**src/rtl/acc_alu_pkg.sv**
```systemverilog
package acc_alu_pkg;
  typedef enum logic [3:0] {
    OP_LD  = 4'd0,
    OP_ST  = 4'd1,
    OP_ADD = 4'd2,
    OP_SUB = 4'd3,
    OP_CP  = 4'd4,
    OP_AND = 4'd5,
    OP_INC = 4'd6,
    OP_DEC = 4'd7,
    OP_COM = 4'd8,
    OP_RLC = 4'd9
  } alu_op_e;

  localparam int NBANK = 3;
  typedef logic [1:0] bank_idx_t;

  function automatic bank_idx_t mode_to_bank(input logic [1:0] mode);
    case (mode)
      2'b00:   return 2'd0;
      2'b01:   return 2'd1;
      default: return 2'd2;
    endcase
  endfunction
endpackage

```
**src/rtl/acc_rst_sync.sv**
```systemverilog
module acc_rst_sync (
  input  logic clk,
  input  logic rst_n,
  output logic rst_sync_n
);
  logic stage1_q;
  logic stage2_q;

  always_ff @(posedge clk or negedge rst_n) begin
    if (!rst_n) begin
      stage1_q <= 1'b0;
      stage2_q <= 1'b0;
    end else begin
      stage1_q <= 1'b1;
      stage2_q <= stage1_q;
    end
  end

  assign rst_sync_n = stage2_q;
endmodule

```
**src/rtl/acc_alu_core.sv**
```systemverilog
module acc_alu_core
  import acc_alu_pkg::*;
#(
  parameter int W          = 8,
  parameter int SUB_BORROW = 1
) (
  input  logic         valid,
  input  logic [3:0]   op,
  input  logic [W-1:0] a,
  input  logic [W-1:0] opd,
  input  logic         c_in,
  output logic         acc_we,
  output logic [W-1:0] acc_nxt,
  output logic         res_we,
  output logic [W-1:0] res,
  output logic         upd_c,
  output logic         c_new,
  output logic         upd_z,
  output logic         z_new
);
  logic [W:0]   sum;
  logic [W:0]   diff;
  logic [W-1:0] inc_v;
  logic [W-1:0] dec_v;
  logic         sub_c;

  assign sum   = {1'b0, a} + {1'b0, opd};
  assign diff  = {1'b0, a} - {1'b0, opd};
  assign inc_v = opd + {{(W-1){1'b0}}, 1'b1};
  assign dec_v = opd - {{(W-1){1'b0}}, 1'b1};

  // carry convention for subtraction picked at build time
  if (SUB_BORROW != 0) begin : g_borrow
    assign sub_c = diff[W];
  end else begin : g_carry
    assign sub_c = ~diff[W];
  end

  always_comb begin
    acc_we  = 1'b0;
    acc_nxt = a;
    res_we  = 1'b0;
    res     = '0;
    upd_c   = 1'b0;
    c_new   = c_in;
    upd_z   = 1'b0;
    z_new   = 1'b0;
    if (valid) begin
      case (op)
        OP_LD: begin
          acc_we = 1'b1; acc_nxt = opd;
          upd_z = 1'b1;  z_new = (opd == '0);
        end
        OP_ST: begin
          res_we = 1'b1; res = a;
          upd_z = 1'b1;  z_new = (a == '0);
        end
        OP_ADD: begin
          acc_we = 1'b1; acc_nxt = sum[W-1:0];
          upd_c = 1'b1;  c_new = sum[W];
          upd_z = 1'b1;  z_new = (sum[W-1:0] == '0);
        end
        OP_SUB: begin
          acc_we = 1'b1; acc_nxt = diff[W-1:0];
          upd_c = 1'b1;  c_new = sub_c;
          upd_z = 1'b1;  z_new = (diff[W-1:0] == '0);
        end
        OP_CP: begin
          upd_c = 1'b1;  c_new = sub_c;
          upd_z = 1'b1;  z_new = (diff[W-1:0] == '0);
        end
        OP_AND: begin
          acc_we = 1'b1; acc_nxt = a & opd;
          upd_z = 1'b1;  z_new = ((a & opd) == '0);
        end
        OP_INC: begin
          res_we = 1'b1; res = inc_v;
          upd_z = 1'b1;  z_new = (inc_v == '0);
        end
        OP_DEC: begin
          res_we = 1'b1; res = dec_v;
          upd_z = 1'b1;  z_new = (dec_v == '0);
        end
        OP_COM: begin
          acc_we = 1'b1; acc_nxt = ~a;
          upd_c = 1'b1;  c_new = a[W-1];
          upd_z = 1'b1;  z_new = (a == {W{1'b1}});
        end
        OP_RLC: begin
          acc_we = 1'b1; acc_nxt = {a[W-2:0], c_in};
          upd_c = 1'b1;  c_new = a[W-1];
        end
        default: ;
      endcase
    end
  end
endmodule

```
**src/rtl/acc_flag_bank.sv**
```systemverilog
module acc_flag_bank
  import acc_alu_pkg::*;
(
  input  logic             clk,
  input  logic             rst_n,
  input  bank_idx_t        sel,
  input  logic             copy_en,
  input  logic             upd_c,
  input  logic             c_new,
  input  logic             upd_z,
  input  logic             z_new,
  output logic             c_base,
  output logic             z_base,
  output logic [NBANK-1:0] c_all,
  output logic [NBANK-1:0] z_all
);
  // flags an operation starts from: seeded copy on entry, else own bank
  always_comb begin
    c_base = copy_en ? c_all[0] : c_all[sel];
    z_base = copy_en ? z_all[0] : z_all[sel];
  end

  for (genvar b = 0; b < NBANK; b++) begin : g_bank
    logic en;
    logic c_d;
    logic z_d;
    logic c_q;
    logic z_q;

    always_comb begin
      en  = (sel == bank_idx_t'(b)) && (copy_en || upd_c || upd_z);
      c_d = upd_c ? c_new : c_base;
      z_d = upd_z ? z_new : z_base;
    end

    always_ff @(posedge clk or negedge rst_n) begin
      if (!rst_n) begin
        c_q <= 1'b0;
        z_q <= 1'b0;
      end else if (en) begin
        c_q <= c_d;
        z_q <= z_d;
      end
    end

    assign c_all[b] = c_q;
    assign z_all[b] = z_q;
  end
endmodule

```
**src/rtl/acc_reg.sv**
```systemverilog
module acc_reg #(
  parameter int W  = 8,
  parameter int AW = 8
) (
  input  logic          clk,
  input  logic          rst_n,
  input  logic          acc_we,
  input  logic [W-1:0]  acc_nxt,
  input  logic          res_we,
  input  logic [W-1:0]  res,
  input  logic          wr_en,
  input  logic [AW-1:0] wr_addr,
  input  logic [W-1:0]  wr_data,
  output logic [W-1:0]  acc_q,
  output logic [W-1:0]  res_q,
  output logic          res_we_q
);
  localparam logic [AW-1:0] ACC_ADDR = {AW{1'b1}};

  logic         mmio_hit;
  logic         acc_en;
  logic [W-1:0] acc_d;

  always_comb begin
    mmio_hit = wr_en && (wr_addr == ACC_ADDR);
    acc_en   = acc_we || mmio_hit;
    acc_d    = acc_we ? acc_nxt : wr_data;
  end

  always_ff @(posedge clk or negedge rst_n) begin
    if (!rst_n) begin
      acc_q <= '0;
    end else if (acc_en) begin
      acc_q <= acc_d;
    end
  end

  always_ff @(posedge clk or negedge rst_n) begin
    if (!rst_n) begin
      res_q <= '0;
    end else if (res_we) begin
      res_q <= res;
    end
  end

  always_ff @(posedge clk or negedge rst_n) begin
    if (!rst_n) begin
      res_we_q <= 1'b0;
    end else begin
      res_we_q <= res_we;
    end
  end
endmodule

```
**src/rtl/acc_flag_alu.sv**
```systemverilog
module acc_flag_alu
  import acc_alu_pkg::*;
#(
  parameter int W          = 8,
  parameter int AW         = 8,
  parameter int SUB_BORROW = 1
) (
  input  logic          clk,
  input  logic          rst_n,
  input  logic          op_valid,
  input  logic [3:0]    op_code,
  input  logic [W-1:0]  operand,
  input  logic [1:0]    cpu_mode,
  input  logic          bank_load,
  input  logic          wr_en,
  input  logic [AW-1:0] wr_addr,
  input  logic [W-1:0]  wr_data,
  output logic [W-1:0]  acc_q,
  output logic [W-1:0]  result,
  output logic          result_we,
  output logic          carry,
  output logic          zero
);
  logic             rst_sync_n;
  bank_idx_t        bidx;
  logic             acc_we;
  logic [W-1:0]     acc_nxt;
  logic             res_we;
  logic [W-1:0]     res;
  logic             upd_c;
  logic             c_new;
  logic             upd_z;
  logic             z_new;
  logic             c_base;
  logic             z_base;
  logic [NBANK-1:0] c_all;
  logic [NBANK-1:0] z_all;

  assign bidx = mode_to_bank(cpu_mode);

  acc_rst_sync i_rst_sync (
    .clk        (clk),
    .rst_n      (rst_n),
    .rst_sync_n (rst_sync_n)
  );

  acc_alu_core #(.W(W), .SUB_BORROW(SUB_BORROW)) i_core (
    .valid   (op_valid),
    .op      (op_code),
    .a       (acc_q),
    .opd     (operand),
    .c_in    (c_base),
    .acc_we  (acc_we),
    .acc_nxt (acc_nxt),
    .res_we  (res_we),
    .res     (res),
    .upd_c   (upd_c),
    .c_new   (c_new),
    .upd_z   (upd_z),
    .z_new   (z_new)
  );

  acc_flag_bank i_flags (
    .clk     (clk),
    .rst_n   (rst_sync_n),
    .sel     (bidx),
    .copy_en (bank_load),
    .upd_c   (upd_c),
    .c_new   (c_new),
    .upd_z   (upd_z),
    .z_new   (z_new),
    .c_base  (c_base),
    .z_base  (z_base),
    .c_all   (c_all),
    .z_all   (z_all)
  );

  acc_reg #(.W(W), .AW(AW)) i_acc (
    .clk      (clk),
    .rst_n    (rst_sync_n),
    .acc_we   (acc_we),
    .acc_nxt  (acc_nxt),
    .res_we   (res_we),
    .res      (res),
    .wr_en    (wr_en),
    .wr_addr  (wr_addr),
    .wr_data  (wr_data),
    .acc_q    (acc_q),
    .res_q    (result),
    .res_we_q (result_we)
  );

  always_comb begin
    carry = c_all[bidx];
    zero  = z_all[bidx];
  end
endmodule

```
**config.mk**
```make
export PLATFORM = sky130hd
export DESIGN_NAME = acc_flag_alu
export DESIGN_NICKNAME = d
export VERILOG_FILES = /design/src/rtl/acc_alu_pkg.sv /design/src/rtl/acc_rst_sync.sv /design/src/rtl/acc_alu_core.sv /design/src/rtl/acc_flag_bank.sv /design/src/rtl/acc_reg.sv /design/src/rtl/acc_flag_alu.sv
export SDC_FILE = /design/constraint.sdc
export NUM_CORES = 1
export LEC_CHECK = 0
export BUFFER_PORTS_ARGS = -buffer_cell sky130_fd_sc_hd__buf_4
export CAP_MARGIN = 20
export CORE_MARGIN = 1
export CORE_UTILIZATION = 45
export CTS_BUF_LIST = sky130_fd_sc_hd__clkbuf_8
export DETAILED_ROUTE_END_ITERATION = 12
export HOLD_SLACK_MARGIN = 0.1
export PLACE_DENSITY = 0.68
export SYNTH_ARGS = -nofsm -noshare
export SYNTH_HDL_FRONTEND = slang
export SYNTH_HIERARCHICAL = 1
export SYNTH_SLANG_ARGS = --single-unit
```
**constraint.sdc**
```tcl
create_clock -name clk -period 0.9 [get_ports clk]
set_input_delay 0.27 -clock clk [delete_from_list [all_inputs] [get_ports clk]]
set_output_delay 0.27 -clock clk [all_outputs]
set_load 0.005 [all_outputs]
```
==> reports/metrics.cfg, run 1 <==
[global_routing]
grt_usage_pct = 34.81
grt_pass1_wl_um = 20880
grt_max_degree = 24
gr-total-overflow = 0
grt_pass1_vias = 4187
antenna_found_initial = 0

[pwr]
powerDensity_nw_per_um2 = 1711
power.internal_mw = 5.640
seqPwrFrac_pct = 16.0
peakVddDrop_mv = 1.410
switching_share_pct = 44.29
p_leak_nw = 2.502
p_comb_share_pct = 76.3
p_switching_mw = 4.483
power.total_mw = 10.12
p_clk_share_pct = 7.6

[finish]
syn_to_final_growth_pct = 74.05
final_cell_area_um2 = 5917
finish.utilization_pct = 81.14
fillers = 477
drive_above_1_share_pct = 56.46
layoutNonFillerInstCount = 703
diodes = 0
nNetsFinal = 663

[placement]
io_buffers = 53
gp_congestion = 0.9405
place_inst = 664
postPlaceCellArea_um2 = 4785
hpwl_um = 9508

[sta]
finalHoldViolations = 0
skew_ps = 4.818
maxSlewViolCount = 0
setup_viol = 42
period_needed_ps = 2683
rsz0062_at_grt = yes
setup_ws_ps = -1783
timing.final.crit_share_pct = 298.1
max_freq_mhz = 372.7

[drt]
wl_per_cell_um = 20.23
viasPerCell = 6.149
firstDrtPassIters = 6
wirelength_um = 14230
vias = 4323
antenna_left = 0
route.detailed.drc = 0
drt_iter0_drc = 418

[setup_path]
start_kind = register
worst-setup-path-type = register to register
critPathArrivalTime_ps = 2850
critPathRequiredTime_ps = 1070
path_max_fanout = 3
end_kind = register

[clock_tree]
worstSkewPairLatency_ps = 290
path_clk_slew_ps = 110
cts_buffer_depth = 2
h-tree-depth = 1
cts_tree = built
cts.root.buffer_cell = clkbuf_8
clock_sinks = 25
cts_buffers = 3

[floorplan]
core_area_um2 = 7292
die_x_um = 88.92
die_h_um = 88.92
rows = 31
initial_utilization_pct = 46.62
die_area_um2 = 7906
ios = 54

[logic_synthesis]
synth_nets = 484
synth.avg_cell_area_um2 = 7.980
netlist_instances = 426
synth_area_um2 = 3400
yosysWarnings = 6

[hold_path]
hold_class = register to asynchronous set/reset pin

[status]
outcome = finished, violations left
violations = setup timing

[job]
maxCapViolCount = 0

-- registers in the layout, indices dropped and copies added (netlist names) --
| signal | cells |
|---|---|
| i_flags/g_bank.c_q | 3 |
| i_flags/g_bank.z_q | 3 |
| i_acc/acc_q | 8 |
| i_rst_sync/stage1_q | 1 |
| i_rst_sync/rst_sync_n | 1 |
| i_acc/res_q | 8 |
| i_acc/res_we_q | 1 |
-- critical path, cell delays in order (launching register included) --
cell and delay (ps):
dfrtp_2 440, inv_2 90, ha_4 130, inv_2 30, fa_2 380, buf_4 160, buf_6 110, xnor2_2 140
mux2i_1 100, a22oi_1 220, o21ai_1 130, a221oi_2 360, o21ai_1 120, nor2_1 110, a31oi_1 50
-- worst paths after layout --
check	startpoint	end	slack [ps]	cells past startpoint
worst max-delay path	i_acc/acc_q[0]	i_acc/acc_q[2]	-1780	14
worst min-delay path	i_rst_sync/rst_sync_n	i_acc/res_q[7]	220	1
worst max register to register	i_acc/acc_q[0]	i_acc/acc_q[2]	-1780	14
worst min register to register	i_rst_sync/rst_sync_n	i_acc/res_q[7]	220	1
max in group asynchronous	i_rst_sync/rst_sync_n	i_acc/acc_q[2]	500	1
min in group clk	wr_data[2]	i_acc/acc_q[2]	240	3
-- final cells by class --
class	count	area, µm²	area share [%]
Clock buffer	3	41.29	0.6978
Clock inverter	1	7.507	0.1269
Inverter	20	77.57	1.311
Multi-Input combinational cell	347	3164	53.48
Sequential cell	25	634.4	10.72
Tap cell	99	123.9	2.093
Timing Repair Buffer	208	1868	31.57
-- repair_timing --
| item | CTS | global route |
|---|---|---|
| hold buffers | 1 | 0 |
| endpoints found under the hold margin | 2 | 0 |
| gates resized for setup | 152 | 40 |
| pin swaps | 53 | 45 |
| setup buffers | 29 | 19 |
| endpoints found under the setup margin | 42 | 42 |
-- per-stage QoR --
stage                     hold slack, ps  setup slack [ps]  setup TNS (ps)
final                              224.3             -1783          -33890
after global routing               237.7             -1856          -35950
after CTS                          237.6             -1662          -31400
after detailed placement           52.77             -1838          -32500
after global placement             52.25             -1718          -31770
after floorplan                   -25.59             -1587          -23980
-- power groups by stage --
stage | clock network (mW) | logic (mW) | registers, mW
after CTS | 0.774 | 6.90 | 1.61
after floorplan | 0 | 3.03 | 1.75
after global routing | 0.834 | 8.12 | 1.64
after detailed placement | 0 | 5.56 | 1.62
after global placement | 0 | 5.51 | 1.60
final | 0.770 | 7.73 | 1.62
-- cells in the final DEF, fill, tap and decap left out, types with 6 or more instances in the layout --
cell type and n:
buf_4 140, buf_6 57, nor2_1 27, nand2_1 23, dfrtp_1 18, a21oi_1 18
o31ai_1 15, o21ai_1 12, inv_1 12, nor3_1 11, ha_4 11, xnor2_1 10
nor2b_1 9, a31oi_1 9, mux2_4 9, nand3_1 8, nand4_1 7, dfrtp_2 7
inv_2 7, buf_8 7, o21ai_0 6, nand2b_1 6, ha_1 6
-- routing by layer --
layer	routed length (µm)	GRT usage (%)
met4	738	14.96
met3	1177	5.540
met5	0	0
met2	6952	61.89
met1	5356	41.53
(Power assumes the default switching activity.)
==> run 2, diff against run 1 <==
BUFFER_PORTS_ARGS = -buffer_cell sky130_fd_sc_hd__buf_2   (was -buffer_cell sky130_fd_sc_hd__buf_4)
CAP_MARGIN = not set   (was 20)
SETUP_SLACK_MARGIN = 0.5   (was not set)
==> run 2 against run 1 <==
Via count rose by 0.83%. The run ends with hold timing, setup timing left. Largest power group unchanged. Critical path depth fell by 5. Non-clock buffer count rose by 4. Critical endpoint is now i_flags/g_bank[0].z_q. Die area did not move.
==> reports/metrics.cfg, run 2 (same netlist as run 1, synthesis figures left out) <==
[status]
outcome = finished, violations left
violations = hold timing, setup timing

[pwr]
powerDensity_nw_per_um2 = 1708  ; -0.17%
power.total_mw = 9.784  ; -3.4%
p_clk_share_pct = 7.9  ; +0.3 points
peakVddDrop_mv = 1.228  ; -13%
switching_share_pct = 44.01  ; -0.27 points
seqPwrFrac_pct = 16.6  ; +0.6 points
p_comb_share_pct = 75.5  ; -0.8 points
power.internal_mw = 5.477  ; -2.9%
p_switching_mw = 4.306  ; -3.9%
p_leak_nw = 2.486  ; -0.64%

[drt]
firstDrtPassIters = 5  ; -1
vias = 4359  ; +0.83%
viasPerCell = 6.157  ; +0.12%
wirelength_um = 14270  ; +0.32%
wl_per_cell_um = 20.16  ; -0.39%
route.detailed.drc = 0  ; unchanged
antenna_left = 0  ; unchanged
drt_iter0_drc = 394  ; -5.7%

[floorplan]
die_h_um = 88.92  ; unchanged
die_area_um2 = 7906  ; unchanged
initial_utilization_pct = 46.62  ; unchanged
ios = 54  ; unchanged
core_area_um2 = 7292  ; unchanged
die_x_um = 88.92  ; unchanged
rows = 31  ; unchanged

[global_routing]
grt_usage_pct = 33.16  ; -1.6 points
grt_pass1_wl_um = 20020  ; -4.1%
antenna_found_initial = 0  ; unchanged
grt_max_degree = 16  ; -33%
gr-total-overflow = 0  ; unchanged
grt_pass1_vias = 4110  ; -1.8%

[finish]
multiInputGateArea_um2 = 3053  ; -3.5%
final_cell_area_um2 = 5728  ; -3.2%
syn_to_final_growth_pct = 68.49
final_cell_mix = buf_4 (122), buf_2 (40), buf_6 (37), nor2_1 (29), nand2_1 (24)
fillers = 475  ; -0.42%
nNetsFinal = 668  ; +0.75%
drive_above_1_share_pct = 54.35  ; -2.1 points
diodes = 0  ; unchanged
finish.utilization_pct = 78.55  ; -2.6 points
reg_top3 = i_acc/acc_q: 8 flops, i_acc/res_q: 8 flops
layoutNonFillerInstCount = 708  ; +0.71%
register_area_um2 = 639.4  ; +0.79%
layout_commonest_cell = buf_4

[placement]
place_inst = 673  ; +1.4%
dp_slack_ps = -1827  ; +11.17 ps
postPlaceCellArea_um2 = 4713  ; -1.5%
gp_congestion = 0.9748  ; +3.6%
hpwl_um = 9711  ; +2.1%
io_buffers = 53  ; unchanged

[job]
maxCapViolCount = 0  ; unchanged

[setup_path]
crit_slowest_cell = dfrtp_2
path_max_fanout = 5  ; +2
cp_cell_sequence = ha_4 > nor2_4 > a221oi_4 > o21a_1 > o21ai_0 > a2111o_1 > o311ai_4 > nor2b_4 > o31ai_2
crit_family = compound AO/OA/AOI/OAI gates
critPathBufInv = 0  ; -4
critPathArrivalTime_ps = 2850  ; about the same
critPathRequiredTime_ps = 1100  ; +30 ps
critPathMaxStageDelay_ps = 500  ; +60 ps
worst-setup-path-type = register to register
end_kind = register
start_kind = register

[sta]
maxSlewViolCount = 0  ; unchanged
max_freq_mhz = 376.2  ; +0.92%
rsz0062_at_grt = yes
skew_ps = 6.938  ; +2.120 ps
period_needed_ps = 2658  ; -24.54 ps
setup_ws_ps = -1758  ; +24.54 ps
setup_tns_ps = -32410  ; +1488 ps
timing.final.crit_share_pct = 295.4  ; -2.7 points
slew_headroom_pct = 63.23
tightestPinTransition_ps = 548.2
finalHoldViolations = 2  ; +2
whs_ps = -257.8  ; -482.1 ps
setup_viol = 42  ; unchanged

[clock_tree]
worstSkewPairLatency_ps = 280  ; about the same
path_clk_slew_ps = 120  ; about the same
cts.root.buffer_cell = clkbuf_8
h-tree-depth = 1  ; unchanged
cts_tree = built
clock_sinks = 25  ; unchanged
cts_buffers = 3  ; unchanged
cts_buffer_depth = 2  ; unchanged

[hold_path]
hold_class = input port to asynchronous set/reset pin

-- run 2: cell types whose count changed in the layout (fill, tap and decap cells not counted), sizes merged --
cell / before / now
buf: 207 / 210
bufbuf: 0 / 1
clkbuf: 3 / 4
clkinvlp: 1 / 2
dlygate4sd3: 1 / 0
-- run 2: cell type report --
type	instances	area share (%)
Multi-Input combinational cell	347	53.30
Inverter	20	1.398
Timing Repair inverter	1	0.1311
Sequential cell	25	11.16
Tap cell	99	2.163
Clock inverter	1	0.1311
Clock buffer	3	0.7208
Timing Repair Buffer	212	31.00
-- run 2: final timing paths --
path                                  startpoint                    end  slack [ps]  cells after the start
max reg2reg                       i_acc/acc_q[1]  i_flags/g_bank[0].z_q       -1760                      9
min reg2reg                i_rst_sync/rst_sync_n         i_acc/res_q[6]         300                      1
min in group clk                      wr_data[2]         i_acc/acc_q[2]         240                      3
min                                        rst_n  i_rst_sync/rst_sync_n        -260                      1
max in group asynchronous  i_rst_sync/rst_sync_n         i_acc/acc_q[5]         460                      1
max                               i_acc/acc_q[1]  i_flags/g_bank[0].z_q       -1760                      9
-- run 2: metal layers --
layer | wire length [µm] | vias to the layer above | track usage, %
li1 | - | 1962 | -
met3 | 1184 | 88 | 4.247
met2 | 7067 | 255 | 59.16
met4 | 760 | 0 | 15.54
met1 | 5258 | 2054 | 39.52
met5 | 0 | - | 0
-- run 2: timing repair --
item	4_1_cts	5_1_grt
cloned	2	1
gates resized for setup	75	82
endpoints found under the hold margin	2	2
setup buffers	19	9
pin swaps	26	22
endpoints found under the setup margin	66	63
-- run 2: power groups by stage --
stage	Clock [mW]	Combinational, mW	Sequential, mW
6_report	0.776	7.39	1.62
2_1_floorplan	0	3.03	1.76
5_1_grt	0.844	7.80	1.65
4_1_cts	0.776	6.50	1.60
3_5_place_dp	0	5.61	1.62
3_3_place_gp	0	5.57	1.60
